### config.mk
export PLATFORM = sky130hd
export DESIGN_NAME = desc_reload_unit
export DESIGN_NICKNAME = d
export VERILOG_FILES = /design/src/rtl/desc_reload_pkg.sv /design/src/rtl/desc_addr_gen.sv /design/src/rtl/desc_chan_decode.sv /design/src/rtl/desc_reload_unit.sv
export SDC_FILE = /design/constraint.sdc
export NUM_CORES = 1
export LEC_CHECK = 0
export ABC_AREA = 1
export BUFFER_PORTS_ARGS = -buffer_cell sky130_fd_sc_hd__buf_2
export CAP_MARGIN = 20
export CORE_AREA = 2 2 116 118
export DETAILED_ROUTE_END_ITERATION = 10
export DIE_AREA = 0 0 118 120
export MAX_ROUTING_LAYER = met4
export PLACE_DENSITY = 0.68
export SYNTH_ARGS = -nofsm -noshare
export SYNTH_HDL_FRONTEND = slang
export SYNTH_SLANG_ARGS = --single-unit
### constraint.sdc
create_clock -name clk -period 5.1 [get_ports clk]
set_clock_uncertainty 0.15 [all_clocks]
set_input_delay 1.02 -clock clk [delete_from_list [all_inputs] [get_ports clk]]
set_output_delay 1.02 -clock clk [all_outputs]
set_load 0.01 [all_outputs]
### src/rtl/desc_reload_pkg.sv
package desc_reload_pkg;

   // Register file targets of the write port; the encoding is visible on wr_sel_o.
   typedef enum logic [2:0] {
      TGT_SRC    = 3'd0,
      TGT_DST    = 3'd1,
      TGT_LINK   = 3'd2,
      TGT_CTRL   = 3'd3,
      TGT_CLR_EN = 3'd4
   } wr_tgt_e;

   typedef enum logic [2:0] {
      ST_IDLE,
      ST_READ,
      ST_WRITE,
      ST_LINK,
      ST_END,
      ST_DONE
   } rl_state_e;

   localparam int unsigned DESC_WORDS = 4;
   localparam int unsigned WORD_BITS  = 32;
   localparam int unsigned IRQ_BIT    = 31;

endpackage

### src/rtl/desc_addr_gen.sv
module desc_addr_gen #(
   parameter int unsigned AW    = 32,
   parameter int unsigned IDX_W = 2
) (
   input  logic [AW-1:0]    base_i,
   input  logic [IDX_W-1:0] idx_i,
   output logic [AW-1:0]    addr_o
);
   localparam int unsigned OFF_W = IDX_W + 2;

   if (AW < OFF_W) begin : g_bad_aw
      $error("desc_addr_gen: AW too small for descriptor offsets");
   end

   logic [AW-1:0] offset;

   always_comb begin
      offset = '0;
      offset[OFF_W-1:0] = {idx_i, 2'b00};
   end

   assign addr_o = base_i + offset;

endmodule

### src/rtl/desc_chan_decode.sv
module desc_chan_decode #(
   parameter int unsigned NCHAN = 8,
   parameter int unsigned CHW   = 3
) (
   input  logic             en_i,
   input  logic [CHW-1:0]   chan_i,
   output logic [NCHAN-1:0] mask_o
);
   for (genvar c = 0; c < NCHAN; c++) begin : g_bit
      assign mask_o[c] = en_i && (chan_i == CHW'(c));
   end
endmodule

### src/rtl/desc_reload_unit.sv
module desc_reload_unit
   import desc_reload_pkg::*;
#(
   parameter int unsigned NCHAN = 8,
   parameter int unsigned AW    = 32,
   localparam int unsigned CHW  = (NCHAN > 1) ? $clog2(NCHAN) : 1
) (
   input  logic             clk,
   input  logic             rst_n,
   input  logic             start_i,
   input  logic [CHW-1:0]   start_chan_i,
   input  logic [AW-1:0]    link_ptr_i,
   input  logic             cur_tc_irq_i,
   output logic             busy_o,
   output logic [NCHAN-1:0] busy_mask_o,
   output logic             rd_req_o,
   output logic [AW-1:0]    rd_addr_o,
   input  logic             rd_ack_i,
   input  logic [31:0]      rd_data_i,
   output logic             wr_en_o,
   output logic [CHW-1:0]   wr_chan_o,
   output logic [2:0]       wr_sel_o,
   output logic [31:0]      wr_data_o,
   output logic             done_o,
   output logic             tc_irq_o
);
   localparam int unsigned IDX_W    = $clog2(DESC_WORDS);
   localparam logic [IDX_W-1:0] IDX_NEXT = IDX_W'(2);
   localparam logic [IDX_W-1:0] IDX_CTRL = IDX_W'(3);

   if (NCHAN < 1 || NCHAN > 32) begin : g_bad_nchan
      $error("desc_reload_unit: NCHAN out of range");
   end
   if (AW < 8 || AW > WORD_BITS) begin : g_bad_aw
      $error("desc_reload_unit: AW must lie in 8..32");
   end

   rl_state_e        state_q;
   logic [CHW-1:0]   chan_q;
   logic [AW-1:0]    link_q;
   logic [IDX_W-1:0] idx_q;
   logic [31:0]      word_q;
   logic [31:0]      next_link_q;
   logic             irq_q;
   logic [31:0]      le_word;
   wr_tgt_e          tgt;

   // byte at the lowest address lands in the least significant byte
   for (genvar b = 0; b < 4; b++) begin : g_lane
      assign le_word[8*b +: 8] = rd_data_i[8*b +: 8];
   end

   desc_addr_gen #(.AW(AW), .IDX_W(IDX_W)) u_addr (
      .base_i (link_q),
      .idx_i  (idx_q),
      .addr_o (rd_addr_o)
   );

   desc_chan_decode #(.NCHAN(NCHAN), .CHW(CHW)) u_mask (
      .en_i   (busy_o),
      .chan_i (chan_q),
      .mask_o (busy_mask_o)
   );

   always_ff @(posedge clk or negedge rst_n) begin
      if (!rst_n) begin
         state_q     <= ST_IDLE;
         chan_q      <= '0;
         link_q      <= '0;
         idx_q       <= '0;
         word_q      <= '0;
         next_link_q <= '0;
         irq_q       <= 1'b0;
      end else begin
         unique case (state_q)
            ST_IDLE: begin
               if (start_i) begin
                  chan_q  <= start_chan_i;
                  link_q  <= link_ptr_i;
                  irq_q   <= cur_tc_irq_i;
                  idx_q   <= '0;
                  state_q <= (link_ptr_i == '0) ? ST_END : ST_READ;
               end
            end
            ST_READ: begin
               if (rd_ack_i) begin
                  if (idx_q == IDX_NEXT) begin
                     next_link_q <= le_word;
                     idx_q       <= IDX_CTRL;
                  end else begin
                     word_q  <= le_word;
                     state_q <= ST_WRITE;
                     if (idx_q == IDX_CTRL) irq_q <= le_word[IRQ_BIT];
                  end
               end
            end
            ST_WRITE: begin
               if (idx_q == IDX_CTRL) begin
                  state_q <= ST_LINK;
               end else begin
                  idx_q   <= idx_q + 1'b1;
                  state_q <= ST_READ;
               end
            end
            ST_LINK:  state_q <= ST_DONE;
            ST_END:   state_q <= ST_DONE;
            ST_DONE:  state_q <= ST_IDLE;
            default:  state_q <= ST_IDLE;
         endcase
      end
   end

   always_comb begin
      tgt       = TGT_SRC;
      wr_en_o   = 1'b0;
      wr_data_o = '0;
      unique case (state_q)
         ST_WRITE: begin
            wr_en_o   = 1'b1;
            wr_data_o = word_q;
            unique case (idx_q)
               2'd0:    tgt = TGT_SRC;
               2'd1:    tgt = TGT_DST;
               default: tgt = TGT_CTRL;
            endcase
         end
         ST_LINK: begin
            wr_en_o   = 1'b1;
            wr_data_o = next_link_q;
            tgt       = TGT_LINK;
         end
         ST_END: begin
            wr_en_o = 1'b1;
            tgt     = TGT_CLR_EN;
         end
         default: ;
      endcase
   end

   assign wr_sel_o  = tgt;
   assign wr_chan_o = chan_q;
   assign busy_o    = (state_q != ST_IDLE);
   assign rd_req_o  = (state_q == ST_READ);
   assign done_o    = (state_q == ST_DONE);
   assign tc_irq_o  = done_o && irq_q;


   req_hold_chk: assert property (@(posedge clk) disable iff (!rst_n)
      rd_req_o && !rd_ack_i |=> rd_req_o && $stable(rd_addr_o));


   no_rw_overlap_chk: assert property (@(posedge clk) disable iff (!rst_n)
      !(rd_req_o && wr_en_o));


   link_last_chk: assert property (@(posedge clk) disable iff (!rst_n)
      wr_en_o && wr_sel_o == 3'd2 |-> $past(wr_en_o && wr_sel_o == 3'd3));


   end_then_done_chk: assert property (@(posedge clk) disable iff (!rst_n)
      wr_en_o && wr_sel_o == 3'd4 |=> done_o);


   done_after_write_chk: assert property (@(posedge clk) disable iff (!rst_n)
      done_o |-> $past(wr_en_o));


   done_single_chk: assert property (@(posedge clk) disable iff (!rst_n)
      done_o |=> !done_o && !busy_o);


   mask_onehot_chk: assert property (@(posedge clk) disable iff (!rst_n)
      busy_o |-> $onehot(busy_mask_o));


   mask_steady_chk: assert property (@(posedge clk) disable iff (!rst_n)
      busy_o && $past(busy_o) |-> $stable(busy_mask_o));

endmodule

==> results of run 1 <==
routing by layer:
layer | vias up | global-route usage (%) | wire length, um
li1 | 2513 | - | -
met1 | 2226 | 26.9 | 6360
met2 | 165 | 31.6 | 6010
met3 | 20 | 4.04 | 791
met4 | 0 | 7.61 | 309
met5 | - | - | 0
sequential cells by signal, indices dropped and copies added, names as in the netlist:
signal / count
word_q: 32
state_q: 3
wr_chan_o: 3
idx_q: 2
irq_q: 1
next_link_q: 32
link_q: 32
power groups by stage:
stage               registers, mW  logic [mW]  clock network (mW)
detailed placement           1.53        1.81                   0
finish                       1.52        1.80               0.774
global placement             1.52        1.78                   0
global route                 1.58        2.05               0.820
floorplan                    1.46        1.35                   0
CTS                          1.52        1.81               0.794
cell families after synthesis:
family | share of synthesized area (%)
AOI/OAI and AO/OA | 11.8
DFF | 46.0
xor gates and xnor gates | 3.53
adders and majority gates | 1.67
and+or+nand+nor | 22.0
muxes | 3.68
buffers and inverters | 11.3
metrics by stage:
step / setup WS [ns] / hold WS (ns)
after floorplan: 2.33 / 0.296
after global placement: 2.01 / 0.313
after detailed placement: 1.72 / 0.322
after CTS: 1.33 / 0.339
after global routing: 1.49 / 0.359
final: 1.68 / 0.332
cell usage in the layout (no fill, tap or decap), types with 5 or more instances in the layout:
| cell type | count |
|---|---|
| a21oi_1 | 23 |
| buf_2 | 153 |
| clkbuf_16 | 9 |
| dfrtp_1 | 105 |
| ha_1 | 6 |
| inv_1 | 105 |
| inv_2 | 5 |
| mux2_4 | 14 |
| nand2_1 | 177 |
| nand3_1 | 9 |
| nand4_1 | 7 |
| nor2_1 | 75 |
| nor3_1 | 11 |
| o21ai_0 | 78 |
| o21ai_1 | 29 |
| xnor2_1 | 6 |
| xor2_1 | 17 |
worst paths after layout:
path | start | end | slack [ns] | depth (start not counted)
setup reg to reg | idx_q[0] | next_link_q[1] | 3.08 | 4
hold reg to reg | irq_q | irq_q | 0.33 | 2
min in group asynchronous | rst_n | wr_chan_o[0] | 0.65 | 1
max in group asynchronous | rst_n | word_q[11] | 3.17 | 2
setup / recovery | idx_q[0] | rd_addr_o[24] | 1.68 | 9
hold / removal | irq_q | irq_q | 0.33 | 2
layout make-up:
class	instances	area [sq um]	share of cell area [%]
multi-input combinational	473	2440	35.6
clock inverter	7	113	1.65
timing repair buffer	156	796	11.6
inverter	111	419	6.13
tap	176	220	3.22
sequential	105	2630	38.4
clock buffer	9	225	3.29
worst max-delay path: stages (launching register included):
cell and delay (ns):
dfrtp_1 0.43, ha_1 0.21, fa_1 0.25, nand3_2 0.14
nor2_1 0.23, nand4_1 0.23, nor2_1 0.15, nand2_1 0.06
nand2_1 0.06, buf_2 0.12
==> flow_summary.toml, run 1 <==
[critical_path]
path_class = "reg2out"
arrival_ns = 2.25
cp_max_fo = 6
crit_required_ns = 3.93
start_kind = "flop"
setup.worst_path.end_class = "output port"

[worst_hold_path]
hp-class = "reg2reg"

[detailed_routing]
vias_per_cell = 4.75
drc_errors = 0
first_pass_iters = 4
vias = 4924
drt.antenna.violating_nets = 0
routedWlPerCell_um = 13.0
drt-total-wl_um = 13500
drtIter0Drc = 285

[timing]
fmax_mhz = 292
finalSetupViolCount = 0
final_hold_viol_count = 0
rsz0062_at_grt = "no"
tightest_slew_ns = 0.946
period_share_pct = 67.1
relSlewSlack_pct = 36.9
maxSlewViolCount = 0
layout_min_cycle_time_ns = 3.42
fin_tns_setup_ns = 0

[logic_synthesis]
synth.cell_area_sq_mm = 0.00571
synth_top_cells_by_count = "nand2_1, dfrtp_1, inv_1"
synth_edf_count = 0
yosysTopAreaCellShare_pct = 46.0
seq_area_frac_synth_pct = 46.0
synthTopCellsByArea = "dfrtp_1, nand2_1, inv_1"
synth_largest_area_cell = "dfrtp_1"
yosys_warnings = 0
synth_cell_type_count = 35
synth_ff_type = "dfrtp_1"
synthCells = 715
syn-num-nets = 794
ys_ff_latch = 105
synthArstFlopShare_pct = 100
synthMostInstantiatedCell = "nand2_1"
syn_area_per_cell_sq_um = 7.98

[floorplan]
die_w_um = 118
io_pins = 155
die-area_sq_mm = 0.0142
rows = 42
die_h_um = 120
design.core.area_sq_mm = 0.0130
initial_core_util_pct = 44.0

[final_layout]
nFillCells = 1307
fin_nets = 935
drive_gt1_share_pct = 23.7
antenna-diode-count = 0
postLayoutCellArea_sq_mm = 0.00684
synthToLayoutAreaGrowth_pct = 19.8
layoutNonFillerInstCount = 1037
post-route-util_pct = 52.7

[pwr]
vdd_drop_max_uv = 230
clkPwrFrac_pct = 18.9
power.density_mw_per_mm2 = 599
p_comb_share_pct = 44.0
p_total_mw = 4.10
p_seq_share_pct = 37.1
internal-power_mw = 2.38
leakage_nw = 3.67
p_sw_share_pct = 41.9
netSwitchingPower_mw = 1.72

[place]
dp_hpwl_um = 9840
dp.cells = 1020
gp_congestion = 0.912
post_dp_cell_area_sq_mm = 0.00648
portBuffers = 154

[clocking]
post_cts_resized = 0
holdBufCountCts = 0
cts_sinks = 105
cts_setup_buffers = 0
clkTransAtPathRegs_ns = 0.07
numCtsBuffers = 9
clock_insertion_delay_worst_skew_ns = 0.35
h-tree-depth = 3
cts_root_buf = "clkbuf_16"
cts_max_path_buffers = 2
cts_tree = "built"

[global_route]
grt_pass1_wl_um = 22600
grt_pass1_vias = 4707
grt.overflow.total = 0
antenna_found_initial = 0
grt_max_degree = 75
grt_usage_pct = 20.5

[status]
status = "complete, no violations"

[job]
cap_viol_max_count = 0
(Power assumes the default switching activity.)
==> run 2: changes to the inputs <==
--- a/config.mk
+++ b/config.mk
@@ -12,7 +12,7 @@
 export DETAILED_ROUTE_END_ITERATION = 10
 export DIE_AREA = 0 0 118 120
 export MAX_ROUTING_LAYER = met4
-export PLACE_DENSITY = 0.68
+export PLACE_DENSITY = 0.71
 export SYNTH_ARGS = -nofsm -noshare
 export SYNTH_HDL_FRONTEND = slang
 export SYNTH_SLANG_ARGS = --single-unit
==> constraint.sdc (replaced) <==
create_clock -name clk -period 3 [get_ports clk]
set_clock_uncertainty 0.15 [all_clocks]
set_input_delay 0.6 -clock clk [delete_from_list [all_inputs] [get_ports clk]]
set_output_delay 0.6 -clock clk [all_outputs]
set_load 0.01 [all_outputs]
==> flow_summary.toml, run 2 (synthesis gave the netlist of run 1 again) <==
[floorplan]
io_pins = 155
die-area_sq_mm = 0.0142
design.core.area_sq_mm = 0.0130
initial_core_util_pct = 44.0
rows = 42
die_h_um = 120
die_w_um = 118

[pwr]
vdd_drop_max_uv = 392
clkPwrFrac_pct = 17.4
leakage_nw = 3.67
p_sw_share_pct = 43.1
p_comb_share_pct = 45.3
power.density_mw_per_mm2 = 1010
p_seq_share_pct = 37.2
internal-power_mw = 3.94
netSwitchingPower_mw = 2.99

[critical_path]
reg2reg_from = "idx_q[0]"
reg2reg_to = "next_link_q[1]"
cp_max_fo = 6
crit_end = "rd_addr_o[26]"
arrival_ns = 2.12
startpoint = "idx_q[0]"
reg2reg_slack_ns = 1.00
r2r_cells = 4
setup.worst_path.end_class = "output port"
crit_required_ns = 2.25
path_class = "reg2out"
start_kind = "flop"

[final_layout]
antenna-diode-count = 0
nFillCells = 1284
fin_nets = 938
top_regs = "link_q (32), next_link_q (32), word_q (32)"
final_cell_mix = "nand2_1, buf_2, inv_1"
layout_commonest_cell = "nand2_1"
synthToLayoutAreaGrowth_pct = 20.1
drive_gt1_share_pct = 24.7

[timing]
period_share_pct = 95.5
finalSetupViolCount = 0
relSlewSlack_pct = 54.8
fin_worst_hold_slack_ns = 0.0819
layout_min_cycle_time_ns = 2.87
final_hold_viol_count = 0
fin_tns_setup_ns = 0
fmax_mhz = 349
maxSlewViolCount = 0
tightest_slew_ns = 0.678
rsz0062_at_grt = "yes"

[global_route]
grt_max_degree = 65
grt_usage_pct = 20.8
antenna_found_initial = 0
grt.overflow.total = 0
grt_pass1_wl_um = 23100
grt_pass1_vias = 4797

[detailed_routing]
vias_per_cell = 4.74
drc_errors = 0
drt.antenna.violating_nets = 0
vias = 4930
drt-total-wl_um = 13700
routedWlPerCell_um = 13.1
drtIter0Drc = 362
first_pass_iters = 5

[status]
status = "complete, no violations"

[clocking]
h-tree-depth = 3
clock_insertion_delay_worst_skew_ns = 0.35
holdBufCountCts = 0
cts_sinks = 105
clkTransAtPathRegs_ns = 0.07
numCtsBuffers = 9
cts_max_path_buffers = 2
cts_root_buf = "clkbuf_16"
cts_tree = "built"

[job]
cap_viol_max_count = 0

[worst_hold_path]
hp-class = "in2async"

[place]
portBuffers = 154
dp_hpwl_um = 9810
gp_congestion = 0.908
-- run 2: changes by cell type in the layout (fill, tap and decap cells not counted), moves of 2 or more --
cell,before,now
buf_4,2,5
inv_8,1,4
bufinv_16,2,0
dfrtp_1,105,103
dfrtp_2,0,2
nand2_1,177,175
nand2_2,1,3
-- run 2: stage by stage --
step | area (sq um) | total power [mW] | utilization (%) | setup WS, ns | cells
floorplan | 5710 | 4.77 | - | 0.648 | 715
global placement | 6510 | 5.64 | 50.2 | 0.409 | 1022
detailed placement | 6510 | 5.70 | 50.2 | 0.384 | 1022
CTS | 6820 | 6.93 | 52.5 | 0.0140 | 1038
global route | 6850 | 7.55 | 52.8 | -0.00760 | 1040
finish | 6850 | 6.92 | 52.8 | 0.135 | 1040
-- run 2: what timing repair did --
action                                  in CTS  in global routing
gates resized for setup                      1                  7
endpoints found under the setup margin       1                  9
setup buffers                                0                  2
pin swaps                                    0                  1
-- run 2: worst min-delay path by stage --
stage | start | cells past startpoint | end
after floorplan | rst_n | 0 | idx_q[0]
after global placement | next_link_q[17] | 2 | next_link_q[17]
after detailed placement | next_link_q[21] | 2 | next_link_q[21]
after CTS | rst_n | 1 | link_q[0]
after global routing | rst_n | 1 | link_q[0]
final | rst_n | 1 | link_q[1]
-- run 2: critical path, stage by stage (launching register included) --
cell	delay, ns
dfrtp_2	0.44
ha_1	0.22
fa_2	0.39
nand3_4	0.14
inv_1	0.09
nand2_2	0.10
inv_1	0.04
nand2_1	0.07
xnor2_1	0.12
buf_2	0.15
-- run 2: final cells by class --
class	count	area (sq um)	area share, %
flip-flops and latches	105	2630	38.4
well taps	176	220	3.21
repair buffers	159	823	12.0
clock buffers	10	239	3.49
inverters	111	419	6.12
multi-input cells	473	2460	35.9
clock inverters	6	62.6	0.913
-- run 2: power by group through the flow --
stage,Clock [mW],Combinational [mW],Sequential [mW]
5_1_grt,1.29,3.59,2.67
4_1_cts,1.24,3.12,2.56
3_5_place_dp,0,3.11,2.59
2_1_floorplan,0,2.29,2.47
3_3_place_gp,0,3.08,2.56
6_report,1.21,3.14,2.58
-- run 2: metal layers --
metal / up-vias / part of all wire, % / routed length, um / GRT usage (%)
li1: 2528 / - / - / -
met1: 2246 / 45 / 6140 / 26.7
met2: 136 / 47 / 6400 / 32.4
met3: 20 / 6.3 / 857 / 5.42
met4: 0 / 1.9 / 255 / 6.55
met5: - / 0 / 0 / -
==> run 3: changes to the inputs <==
--- a/config.mk
+++ b/config.mk
@@ -8,11 +8,11 @@
 export ABC_AREA = 1
 export BUFFER_PORTS_ARGS = -buffer_cell sky130_fd_sc_hd__buf_2
 export CAP_MARGIN = 20
-export CORE_AREA = 2 2 116 118
+export CORE_AREA = 2 2 126 128
 export DETAILED_ROUTE_END_ITERATION = 10
-export DIE_AREA = 0 0 118 120
+export DIE_AREA = 0 0 128 130
 export MAX_ROUTING_LAYER = met4
-export PLACE_DENSITY = 0.71
+export PLACE_DENSITY = 0.62
 export SYNTH_ARGS = -nofsm -noshare
 export SYNTH_HDL_FRONTEND = slang
 export SYNTH_SLANG_ARGS = --single-unit
==> flow_summary.toml, run 3 (synthesis gave the netlist of run 1 again) <==
[floorplan]
io_pins = 155
initial_core_util_pct = 37.0
rows = 46
die-area_sq_mm = 0.0166
die_w_um = 128
design.core.area_sq_mm = 0.0154
die_h_um = 130

[global_route]
grt_max_degree = 65
grt_pass1_wl_um = 22500
antenna_found_initial = 0
grt_usage_pct = 18.0
grt_pass1_vias = 4503
grt.overflow.total = 0

[timing]
setup_slack_ns = 0.134
finalSetupViolCount = 0
layout_min_cycle_time_ns = 2.87
rsz0062_at_grt = "yes"
maxSlewViolCount = 0
fin_worst_hold_slack_ns = 0.0268
fin_tns_setup_ns = 0
period_share_pct = 95.5
fmax_mhz = 349
final_hold_viol_count = 0
relSlewSlack_pct = 54.0
tightest_slew_ns = 0.690

[detailed_routing]
routedWlPerCell_um = 13.5
drc_errors = 0
drtIter0Drc = 266
vias_per_cell = 4.59
drt.antenna.violating_nets = 0
drt-total-wl_um = 14300
vias = 4841
first_pass_iters = 4

[critical_path]
setup.worst_path.end_class = "output port"
r2r_cells = 4
path_common_cell = "nand2_1"
crit_chain = "ha_1, nand2_1, nand2_1, nand2_1, inv_1, nand2_1, nor2_4, nand2_1, xor2_1, buf_2"
arrival_ns = 2.12
cpMaxStageDelayCell = "dfrtp_2"
reg2reg_slack_ns = 0.96
path_class = "reg2out"
cp_slowest_stage_delay_ns = 0.46
critPathBufInv = 2
critPathTopFamily = "simple AND/OR/NAND/NOR gates"
start_kind = "flop"
cp_num_cells = 10
reg2reg_to = "next_link_q[19]"
cp_max_fo = 6
crit_required_ns = 2.25
reg2reg_from = "idx_q[0]"

[place]
gp_congestion = 0.854
pre_cts_ws_ns = 0.376
dp_hpwl_um = 10200
post_dp_cell_area_sq_mm = 0.00655
dp.cells = 1039
portBuffers = 154

[final_layout]
post-route-util_pct = 44.7
multiInputGateArea_sq_mm = 0.00246
seq_area_sq_mm = 0.00263
final_cell_mix = "nand2_1, buf_2, inv_1"
layoutNonFillerInstCount = 1055
antenna-diode-count = 0
fin_nets = 937
postLayoutCellArea_sq_mm = 0.00689
nFillCells = 1617
layout_commonest_cell = "nand2_1"
top_regs = "link_q (32), next_link_q (32), word_q (32)"
drive_gt1_share_pct = 24.4
synthToLayoutAreaGrowth_pct = 20.8

[pwr]
vdd_drop_max_uv = 402
power.density_mw_per_mm2 = 1010
p_total_mw = 6.95
leakage_nw = 3.67

[clocking]
clkTransAtPathRegs_ns = 0.08
h-tree-depth = 3
cts_root_buf = "clkbuf_16"
cts_setup_buffers = 0
numCtsBuffers = 9
cts_tree = "built"
cts_sinks = 105
cts_max_path_buffers = 2
clock_insertion_delay_worst_skew_ns = 0.35

[status]
status = "complete, no violations"

[job]
cap_viol_max_count = 0

[worst_hold_path]
hp-class = "in2async"
run 3: worst max-delay path by stage:
stage | endpoint | startpoint | slack, ns
6_report | rd_addr_o[27] | idx_q[1] | 0.13
5_1_grt | rd_addr_o[24] | idx_q[0] | -0.003
4_1_cts | rd_addr_o[26] | idx_q[0] | 0.04
3_5_place_dp | rd_addr_o[24] | idx_q[0] | 0.38
3_3_place_gp | rd_addr_o[24] | idx_q[0] | 0.41
2_1_floorplan | rd_addr_o[20] | idx_q[0] | 0.65
run 3: layer usage:
layer | part of all wire (%) | global-route usage, % | up-vias
li1 | - | - | 2515
met1 | 47 | 23.6 | 2170
met2 | 47 | 28.3 | 144
met3 | 5.5 | 3.73 | 12
met4 | 1.3 | 5.24 | 0
met5 | 0 | - | -
run 3: timing repair:
item                       4_1_cts  5_1_grt
resized for setup                1        6
hold buffers                     0        0
hold endpoints to repair         0        0
setup endpoints to repair        1        5
run 3: power breakdown:
group	switching, mW	total, mW	internal (mW)
logic	1.91	3.14	1.23
registers	0.494	2.58	2.08
clock network	0.621	1.23	0.607
run 3: cell type report:
class	count	share of cell area, %
Clock inverter	7	1.36
Tap cell	192	3.49
Multi-Input combinational cell	473	35.6
Timing Repair Buffer	158	12.0
Inverter	111	6.08
Clock buffer	9	3.27
Sequential cell	105	38.2
